$ cat src/rtl/plso_pkg.sv
package plso_pkg;

   // index of the first stage that is brought out
   function automatic int first_tap(input int stages, input int taps);
      return stages - taps;
   endfunction

endpackage

$ cat src/rtl/plso_cell.sv
module plso_cell #(
   parameter int LOAD_ASYNC = 0
) (
   input  logic clk,
   input  logic ld_sel,
   input  logic ser_bit,
   input  logic par_bit,
   output logic q
);

   logic armed = 1'b0;
   always_ff @(posedge clk) armed <= 1'b1;

   generate
      if (LOAD_ASYNC != 0) begin : g_lvl
         logic set_n, clr_n;
         assign set_n = ld_sel &  par_bit;
         assign clr_n = ld_sel & ~par_bit;

         always_ff @(posedge clk or posedge set_n or posedge clr_n) begin
            if (clr_n)      q <= 1'b0;
            else if (set_n) q <= 1'b1;
            else            q <= ser_bit;
         end


         lvl_hold_chk: assert property (@(posedge clk) disable iff (!armed)
            (ld_sel && $past(ld_sel)) |-> (q == par_bit));
      end else begin : g_clk
         always_ff @(posedge clk) begin
            q <= ld_sel ? par_bit : ser_bit;
         end


         clk_load_chk: assert property (@(posedge clk) disable iff (!armed)
            ld_sel |=> (q == $past(par_bit)));


         clk_shift_chk: assert property (@(posedge clk) disable iff (!armed)
            !ld_sel |=> (q == $past(ser_bit)));
      end
   endgenerate

endmodule

$ cat src/rtl/plso_tap_buf.sv
module plso_tap_buf
   import plso_pkg::*;
#(
   parameter int STAGES = 8,
   parameter int TAPS   = 3
) (
   input  logic [STAGES-1:0] stg,
   output logic [TAPS-1:0]   taps
);

   localparam int BASE = first_tap(STAGES, TAPS);

   generate
      for (genvar t = 0; t < TAPS; t++) begin : g_tap
         assign taps[t] = stg[BASE+t];
      end
   endgenerate

endmodule

$ cat src/rtl/plso_shreg.sv
module plso_shreg #(
   parameter int STAGES     = 8,
   parameter int TAPS       = 3,
   parameter int LOAD_ASYNC = 0
) (
   input  logic              clk,
   input  logic              ser_in,
   input  logic              ld_sel,
   input  logic [STAGES-1:0] par_in,
   output logic [TAPS-1:0]   tap_out
);

   localparam int LAST = STAGES - 1;

   generate
      if (STAGES < 2)                    begin : g_bad_len  $error("STAGES must be at least 2"); end
      if (TAPS < 2 || TAPS > STAGES)     begin : g_bad_taps $error("TAPS must lie in 2..STAGES"); end
      if (LOAD_ASYNC != 0 && LOAD_ASYNC != 1) begin : g_bad_mode $error("LOAD_ASYNC must be 0 or 1"); end
   endgenerate

   logic [STAGES-1:0] stg;
   logic [STAGES-1:0] feed;

   assign feed = {stg[LAST-1:0], ser_in};

   generate
      for (genvar k = 0; k < STAGES; k++) begin : g_stage
         plso_cell #(.LOAD_ASYNC(LOAD_ASYNC)) u_cell (
            .clk     (clk),
            .ld_sel  (ld_sel),
            .ser_bit (feed[k]),
            .par_bit (par_in[k]),
            .q       (stg[k])
         );
      end
   endgenerate

   plso_tap_buf #(.STAGES(STAGES), .TAPS(TAPS)) u_taps (
      .stg  (stg),
      .taps (tap_out)
   );

   logic armed = 1'b0;
   always_ff @(posedge clk) armed <= 1'b1;

   generate
      if (LOAD_ASYNC != 0) begin : g_chk_lvl

         lvl_follow_chk: assert property (@(posedge clk) disable iff (!armed)
            ld_sel |-> (tap_out == par_in[LAST -: TAPS]));
      end else begin : g_chk_clk

         tap_shift_chk: assert property (@(posedge clk) disable iff (!armed)
            !ld_sel |=> (tap_out[TAPS-1:1] == $past(tap_out[TAPS-2:0])));
      end
   endgenerate

endmodule

$ cat config.mk
export PLATFORM = sky130hd
export DESIGN_NAME = plso_shreg
export DESIGN_NICKNAME = d
export VERILOG_FILES = /design/src/rtl/plso_pkg.sv /design/src/rtl/plso_cell.sv /design/src/rtl/plso_tap_buf.sv /design/src/rtl/plso_shreg.sv
export SDC_FILE = /design/constraint.sdc
export NUM_CORES = 1
export LEC_CHECK = 0
export ABC_AREA = 1
export BUFFER_PORTS_ARGS = -buffer_cell sky130_fd_sc_hd__buf_2
export CORE_AREA = 2 2 39 41
export CTS_CLUSTER_SIZE = 12
export DETAILED_ROUTE_END_ITERATION = 12
export DIE_AREA = 0 0 41 43
export HOLD_SLACK_MARGIN = 0.06
export PLACE_DENSITY = 0.52
export SYNTH_ARGS = -nofsm -noshare
export SYNTH_HDL_FRONTEND = slang
export SYNTH_HIERARCHICAL = 1
export SYNTH_SLANG_ARGS = --single-unit
$ cat constraint.sdc
create_clock -name clk -period 0.8 [get_ports clk]
set_input_delay 0 -clock clk [delete_from_list [all_inputs] [get_ports clk]]
set_output_delay 0 -clock clk [all_outputs]
set_load 0.02 [all_outputs]
# == After elaboration in Yosys (flattened, before gate mapping) ==
# Cells that the tools add are included.
# word_totals
elab_cells,16
ff_bits,8
# classes
muxes,8
# ops
operator,count
1-bit two-way mux,8

# == Depth between registers and ports, before layout ==
# Gate-level depths: netlist (run 1).
# logic_depth
word_depth,1
ltp_mapped,3
depth_no_buf,3

# == By module ==
# The synthesis (run 1) kept the hierarchy.
# modules_own_cells
mod,cells_per_inst,instances,area_each_um2,seq_area_each_um2
plso_cell,5,8,35.0,20.0
plso_tap_buf,3,1,22.5,0.0

# == Worst setup path before layout (run 1) ==
# OpenSTA, ideal clock, no wires.
# synth_path
kind,register -> register
startpoint,register g_stage[5].u_cell.q
endpoint,register g_stage[6].u_cell.q
setup_ps,112
path_stages_with_launch,3
path_slack_ps,315
period_less_slack_ps,485
t_arrival_ps,373
n_path_buf,0
cell_sequence,dfxtp_1 -> nand2_1 -> nand2_1
# synth_via
elab_chain_cells,1
# synth_rtl
element,line,rtl
start: declaration,plso_cell.sv:8,output logic q
start signal: assignment,plso_cell.sv:31,q <= ld_sel ? par_bit : ser_bit;
1-bit two-way mux,plso_cell.sv:31,
end signal: assignment,plso_cell.sv:31,
end: declaration,plso_cell.sv:8,
# Every way passes these cells.

# == Worst setup path in the final report (run 1) ==
# layout_path
startpoint,register g_stage[6].u_cell.q
endpoint,output tap_out[1]
# layout_rtl
element,line,rtl
end: declaration,plso_shreg.sv:10,output logic [TAPS-1:0] tap_out
# No word-level cell between the ends.

==> results of run 1 <==
==> layer usage <==
metal	global-route usage, %	routed length [µm]	up-vias
li1	-	-	163
met1	8.68	263	108
met2	10.3	250	11
met3	3.14	50	0
met4	6.00	0	0
met5	0	0	-
==> kinds of logic (layout without fill, tap and decap cells) <==
kind of cell / count (synthesis) / in the layout
simple gates: 24 / 24
flops: 8 / 8
buf+inv: 11 / 33
==> cell usage after synthesis <==
cell and count:
inv_1 8, dfxtp_1 8, buf_4 3, nand2_1 24
==> per-stage QoR <==
| step | hold slack, ns | cell area, µm² | worst slack (ns) | util [%] | power (mW) |
|---|---|---|---|---|---|
| final | 0.110 | 478 | 0.0723 | 34.5 | 0.885 |
| after global routing | 0.133 | 478 | 0.0213 | 34.5 | 0.944 |
| after CTS | 0.105 | 478 | 0.0546 | 34.5 | 0.905 |
| after detailed placement | 0.194 | 365 | 0.261 | 26.4 | 0.561 |
| after global placement | 0.192 | 365 | 0.285 | 26.4 | 0.559 |
| after floorplan | 0.103 | 303 | 0.315 | - | 0.528 |
==> power by group <==
group          internal [mW]  leakage [nW]  switching [mW]  total (mW)
logic                 0.0731         0.202          0.0638       0.137
clock network          0.171        0.0138           0.130       0.302
registers              0.436        0.0674          0.0106       0.446
total                  0.680         0.283           0.205       0.885
==> layout make-up <==
cell class              count  area (µm²)  share of cell area, %
flip-flops and latches      8         160                   33.5
repair buffers             22         155                   32.5
multi-input cells          24        90.1                   18.8
inverters                   8        30.0                   6.28
clock buffers               3        22.5                   4.71
well taps                  16        20.0                   4.19
==> placed cells by master, fill, tap and decap left out <==
cell and n:
nand2_1 24, buf_2 13, dlygate4sd3_1 9, inv_1 8
dfxtp_1 8, clkbuf_4 3
==> how the worst max path moves through the flow <==
stage / cells past startpoint / slack [ns] / end / startpoint
floorplan: 2 / 0.32 / g_stage[6].u_cell/q$_DFF_P_ / g_stage[5].u_cell/q$_DFF_P_
global placement: 4 / 0.29 / g_stage[1].u_cell/q$_DFF_P_ / ld_sel
detailed placement: 4 / 0.26 / g_stage[6].u_cell/q$_DFF_P_ / ld_sel
CTS: 1 / 0.05 / tap_out[1] / g_stage[6].u_cell/q$_DFF_P_
global route: 1 / 0.02 / tap_out[1] / g_stage[6].u_cell/q$_DFF_P_
finish: 1 / 0.07 / tap_out[1] / g_stage[6].u_cell/q$_DFF_P_
==> run_results.csv, run 1 <==
group,metric,value,unit
power,p_leak,0.283,nW
sta,hold_violations,0,
clock_network,cts_sinks,8,
setup_path,worstPathRequired,0.80,ns
synth,ys_warn_count,6,
synth,synthTopCellsByArea,"dfxtp_1 53%, nand2_1 30%, inv_1 9.9%",
global_routing,antenna_found_initial,0,
setup_path,r2r_slack,0.28,ns
synth,synth.mux.area_fraction,0,%
global_routing,grt_use_total,7.53,%
floorplanning,dieHeight,43,µm
synth,yosys.area_share.simple,29.8,%
setup_path,cpPeakStageDelay,0.32,ns
synth,ys_ff_latch,8,
power,p_per_area,1850,nW/µm²
routing,drc_errors,0,
hold_path,hp-start,"ld_sel",
clock_network,clk_pin_slew,0.06,ns
setup_path,cp-start-kind,"flop",
final_layout,nNetsFinal,78,
place,place_hpwl,369,µm
place,placedCellCount,69,
hold_path,hold_depth,3,
synth,ys_types,4,
routing,avgRoutedWirePerCell,6.95,µm
global_routing,grt_max_degree,17,
synth,synth_xor_xnor_area_share,0,%
synth,seq_area_frac_synth,52.9,%
hold_path,hold_end,"g_stage[5].u_cell/q$_DFF_P_",
floorplanning,dieArea,1760,µm²
final_layout,syn2layout_area_growth,57.9,%
setup_path,end_kind,"output pin",
final_layout,top_regs,"g_stage.u_cell/q (8)",
routing,dr.pass1.iters,2,
final_layout,drive_gt1_share,24.6,%
synth,synth-compound-area-share,0,%
power,ir_drop,0.000555,V
final_layout,top_register,"g_stage.u_cell/q",
run_status,status,"completed",
synth,yosys.area_share.adder,0,%
sta,period_minus_slack,0.728,ns
floorplanning,core,1380,µm²
synth,syn_area,303,µm²
clock_network,clk-insertion-delay-late,0.25,ns
sta,max_freq,1.37,GHz
hold_path,hp-class,"in -> reg",
routing,vias_per_cell,3.48,
synth,syn_nets,54,
clock_network,ctsHtreeMaxLevel,1,
setup_path,critical-path-top-delay-family,"flip-flops",
global_routing,grt_pass1_wl,876,µm
sta,slew_headroom,83.6,%
final_layout,largest_reg_flops,8,
run,max-cap-violations,0,
setup_path,path_class,"reg -> out",
routing,drt_iter0_markers,2,
setup_path,arrival,0.73,ns
sta,finClkSkew,0.00590,ns
global_routing,overflow,0,
sta,tightest_slew,0.246,ns
final_layout,fin_cells,81,
floorplanning,start_util,21.9,%
routing,routed-via-count,282,
sta,fin_crit_sh,91.0,%
setup_path,crit_chain,"buf_2",
synth,synth_top_family_by_area,"simple AND/OR/NAND/NOR gates",
sta,rsz0062_at_grt,"no",
setup_path,path_max_fanout,2,
clock_network,cts_root_buf,"clkbuf_4",
clock_network,cts_buffer_depth,2,
clock_network,ctsHoldBuffers,9,
clock_network,post_cts_buffers,0,
sta,maxSlewViolCount,0,
synth,synthCells,43,
floorplanning,num_rows,14,
global_routing,grt_pass1_vias,236,
routing,ant_nets,0,
synth,yosys.area.top_type,"dfxtp_1",
sta,finalSetupTns,0,ns
clock_network,cts_inserted_buffers,3,
clock_network,cts_resized,0,
floorplanning,die_width,41,µm
routing,wirelength,563,µm
synth,synth_top_area_share,52.9,%
final_layout,fillerInstances,151,
synth,syn_area_per_cell,7.04,µm²
setup_path,r2r-end,"g_stage[6].u_cell/q$_DFF_P_",
setup_path,rr_startpoint,"g_stage[5].u_cell/q$_DFF_P_",
place,place.gp.congestion,0.609,
setup_path,crit_slowest_cell,"dfxtp_1",
clock_network,cts_tree,"yes",
sta,setup_viol,0,
setup_path,cp.buffers_inverters,1,
final_layout,antenna_cells,0,
place,portBuffers,13,
floorplanning,io-pin-count,14,
setup_path,reg2reg_depth,2,
Power figures use the tool's default switching activity.
==> inputs of run 2 (changes only) <==
Settings changed: ABC_AREA 1 to unset.
==> run_results.csv, run 2 <==
group,metric,value,unit
global_routing,overflow,0,
global_routing,grt_pass1_wl,793,µm
synth,synth_top_family_by_area,"multiplexers",
clock_network,clk-insertion-delay-late,0.25,ns
synth,synth.mux.area_fraction,39.7,%
global_routing,grt.met2_usage,13.8,%
hold_path,hold_end,"g_stage[2].u_cell/q$_DFF_P_",
setup_path,end_kind,"flop",
setup_path,r2r-end,"g_stage[6].u_cell/q$_DFF_P_",
sta,setup_ws,0.0275,ns
run_status,status,"completed",
synth,yosys.area_share.adder,0,%
power,ir_drop,0.000734,V
synth,yosys.area.top_type,"dfxtp_1",
setup_path,reg2reg_depth,1,
synth,synth-compound-area-share,0,%
synth,synth_top_area_share,52.9,%
final_layout,nNetsFinal,54,
hold_path,hp-class,"in -> reg",
final_layout,antenna_cells,0,
final_layout,top_regs,"g_stage.u_cell/q (8)",
floorplanning,num_rows,14,
setup_path,cp-start-kind,"input pin",
final_layout,largest_reg_flops,8,
setup_path,r2r_slack,0.12,ns
sta,hold_violations,0,
synth,ys_types,3,
sta,rsz0062_at_grt,"no",
power,p_leak,0.236,nW
clock_network,post_cts_buffers,0,
synth,synthTopCellsByArea,"dfxtp_1 53%, mux2_4 40%, buf_4 7.4%",
global_routing,grt_pass1_vias,217,
synth,ys_ff_latch,8,
routing,ant_nets,0,
clock_network,ctsHtreeMaxLevel,1,
routing,avgRoutedWirePerCell,9.84,µm
synth,syn_area_per_cell,15.9,µm²
synth,yosys.area_share.simple,0,%
setup_path,arrival,0.91,ns
setup_path,path_class,"in -> reg",
final_layout,drive_gt1_share,58.5,%
final_layout,most-common-layout-cells,"13 x buf_2, 9 x dlygate4sd3_1, 8 x mux2_4, 8 x dfxtp_1, 3 x clkbuf_4",
hold_path,hold_depth,2,
power,p_per_area,1920,nW/µm²
place,portBuffers,13,
routing,dr.pass1.iters,3,
place,dp_slack,0.0989,ns
routing,vias_per_cell,3.79,
final_layout,fillerInstances,142,
floorplanning,core,1380,µm²
global_routing,grt_use_total,7.93,%
synth,seq_area_frac_synth,52.9,%
synth,ys_warn_count,6,
floorplanning,die_width,41,µm
synth,synth_xor_xnor_area_share,0,%
clock_network,cts_sinks,8,
clock_network,clk_pin_slew,0.05,ns
global_routing,gr-usage-met3,7.85,%
synth,syn_area,303,µm²
synth,syn_nets,30,
place,place.gp.congestion,0.604,
synth,ys_top_cells_by_count,"8 x dfxtp_1, 8 x mux2_4, 3 x buf_4",
routing,drc_errors,0,
final_layout,syn2layout_area_growth,57.9,%
sta,slew_headroom,82.3,%
clock_network,cts_inserted_buffers,3,
hold_path,hp-start,"ld_sel",
setup_path,cp.buffers_inverters,2,
sta,tightest_slew,0.265,ns
floorplanning,start_util,21.9,%
run,max-cap-violations,0,
sta,period_minus_slack,0.772,ns
final_layout,top_register,"g_stage.u_cell/q",
final_layout,layout_commonest_cell,"buf_2",
synth,synthCells,19,
floorplanning,dieArea,1760,µm²
clock_network,cts_tree,"yes",
routing,wirelength,561,µm
setup_path,path_max_fanout,1,
sta,finalSetupTns,0,ns
global_routing,grt_max_degree,9,
sta,setup_viol,0,
floorplanning,io-pin-count,14,
routing,routed-via-count,216,
clock_network,cts_root_buf,"clkbuf_4",
setup_path,worstPathRequired,0.94,ns
synth,async_flop_share,0,%
global_routing,grt_use_met1,4.50,%
setup_path,critical-path-top-delay-family,"buffers and inverters",
setup_path,cpPeakStageDelay,0.54,ns
synth,synth_flop_cell,"dfxtp_1",
place,place_hpwl,364,µm
clock_network,cts_buffer_depth,2,
setup_path,rr_startpoint,"g_stage[5].u_cell/q$_DFF_P_",
synth,synth_enable_flop_cells,0,
sta,maxSlewViolCount,0,
routing,drt_iter0_markers,2,
floorplanning,dieHeight,43,µm
sta,fin_crit_sh,96.6,%
setup_path,crit_slowest_cell,"dlygate4sd3_1",
global_routing,antenna_found_initial,0,
sta,max_freq,1.29,GHz
global_routing,grt-busiest-layer,"met2",
setup_path,crit_chain,"dlygate4sd3_1, buf_2, mux2_4",
sta,finClkSkew,0.000451,ns
run 2: report_power, final:
group	switching [mW]	internal (mW)
clock network	0.126	0.171
registers	0.0128	0.440
logic	0.0559	0.113
run 2: routing by layer:
layer | vias up | wire length, µm
met1 | 94 | 212
met2 | 16 | 286
li1 | 106 | -
met5 | - | 0
met4 | 0 | 0
met3 | 0 | 63
run 2: worst max path at each step:
stage                                      from                     endpoint  slack [ns]  depth (start not counted)
global placement                         ld_sel  g_stage[5].u_cell/q$_DFF_P_        0.13                          2
finish                                par_in[7]  g_stage[7].u_cell/q$_DFF_P_        0.03                          3
floorplan           g_stage[5].u_cell/q$_DFF_P_  g_stage[6].u_cell/q$_DFF_P_        0.14                          1
CTS                 g_stage[5].u_cell/q$_DFF_P_                   tap_out[0]        0.03                          1
detailed placement                       ld_sel  g_stage[7].u_cell/q$_DFF_P_         0.1                          2
global route        g_stage[5].u_cell/q$_DFF_P_                   tap_out[0]      0.0005                          1
run 2: final cells by class:
cell class                      instances  area [µm²]  share of cell area (%)
Timing Repair Buffer                   22         155                    32.5
Multi-Input combinational cell          8         120                    25.1
Tap cell                               16        20.0                    4.19
Sequential cell                         8         160                    33.5
Clock buffer                            3        22.5                    4.71
run 2: timing repair:
action	in CTS	in global routing
hold endpoints to repair	8	0
hold buffers	9	0
setup endpoints to repair	0	0
gates resized for setup	0	0
run 2: per-stage QoR:
stage / instances / total power [mW] / utilization [%] / hold WS (ns) / cell area (µm²)
floorplan: 19 / 0.562 / - / 0.143 / 303
global placement: 45 / 0.590 / 26.4 / 0.227 / 365
detailed placement: 45 / 0.596 / 26.4 / 0.228 / 365
CTS: 57 / 0.941 / 34.5 / 0.175 / 478
global route: 57 / 0.978 / 34.5 / 0.179 / 478
finish: 57 / 0.918 / 34.5 / 0.189 / 478
run 2: cells by family after synthesis:
group / after synthesis
buffers and inverters: 3
flip-flops: 8
multiplexers: 8
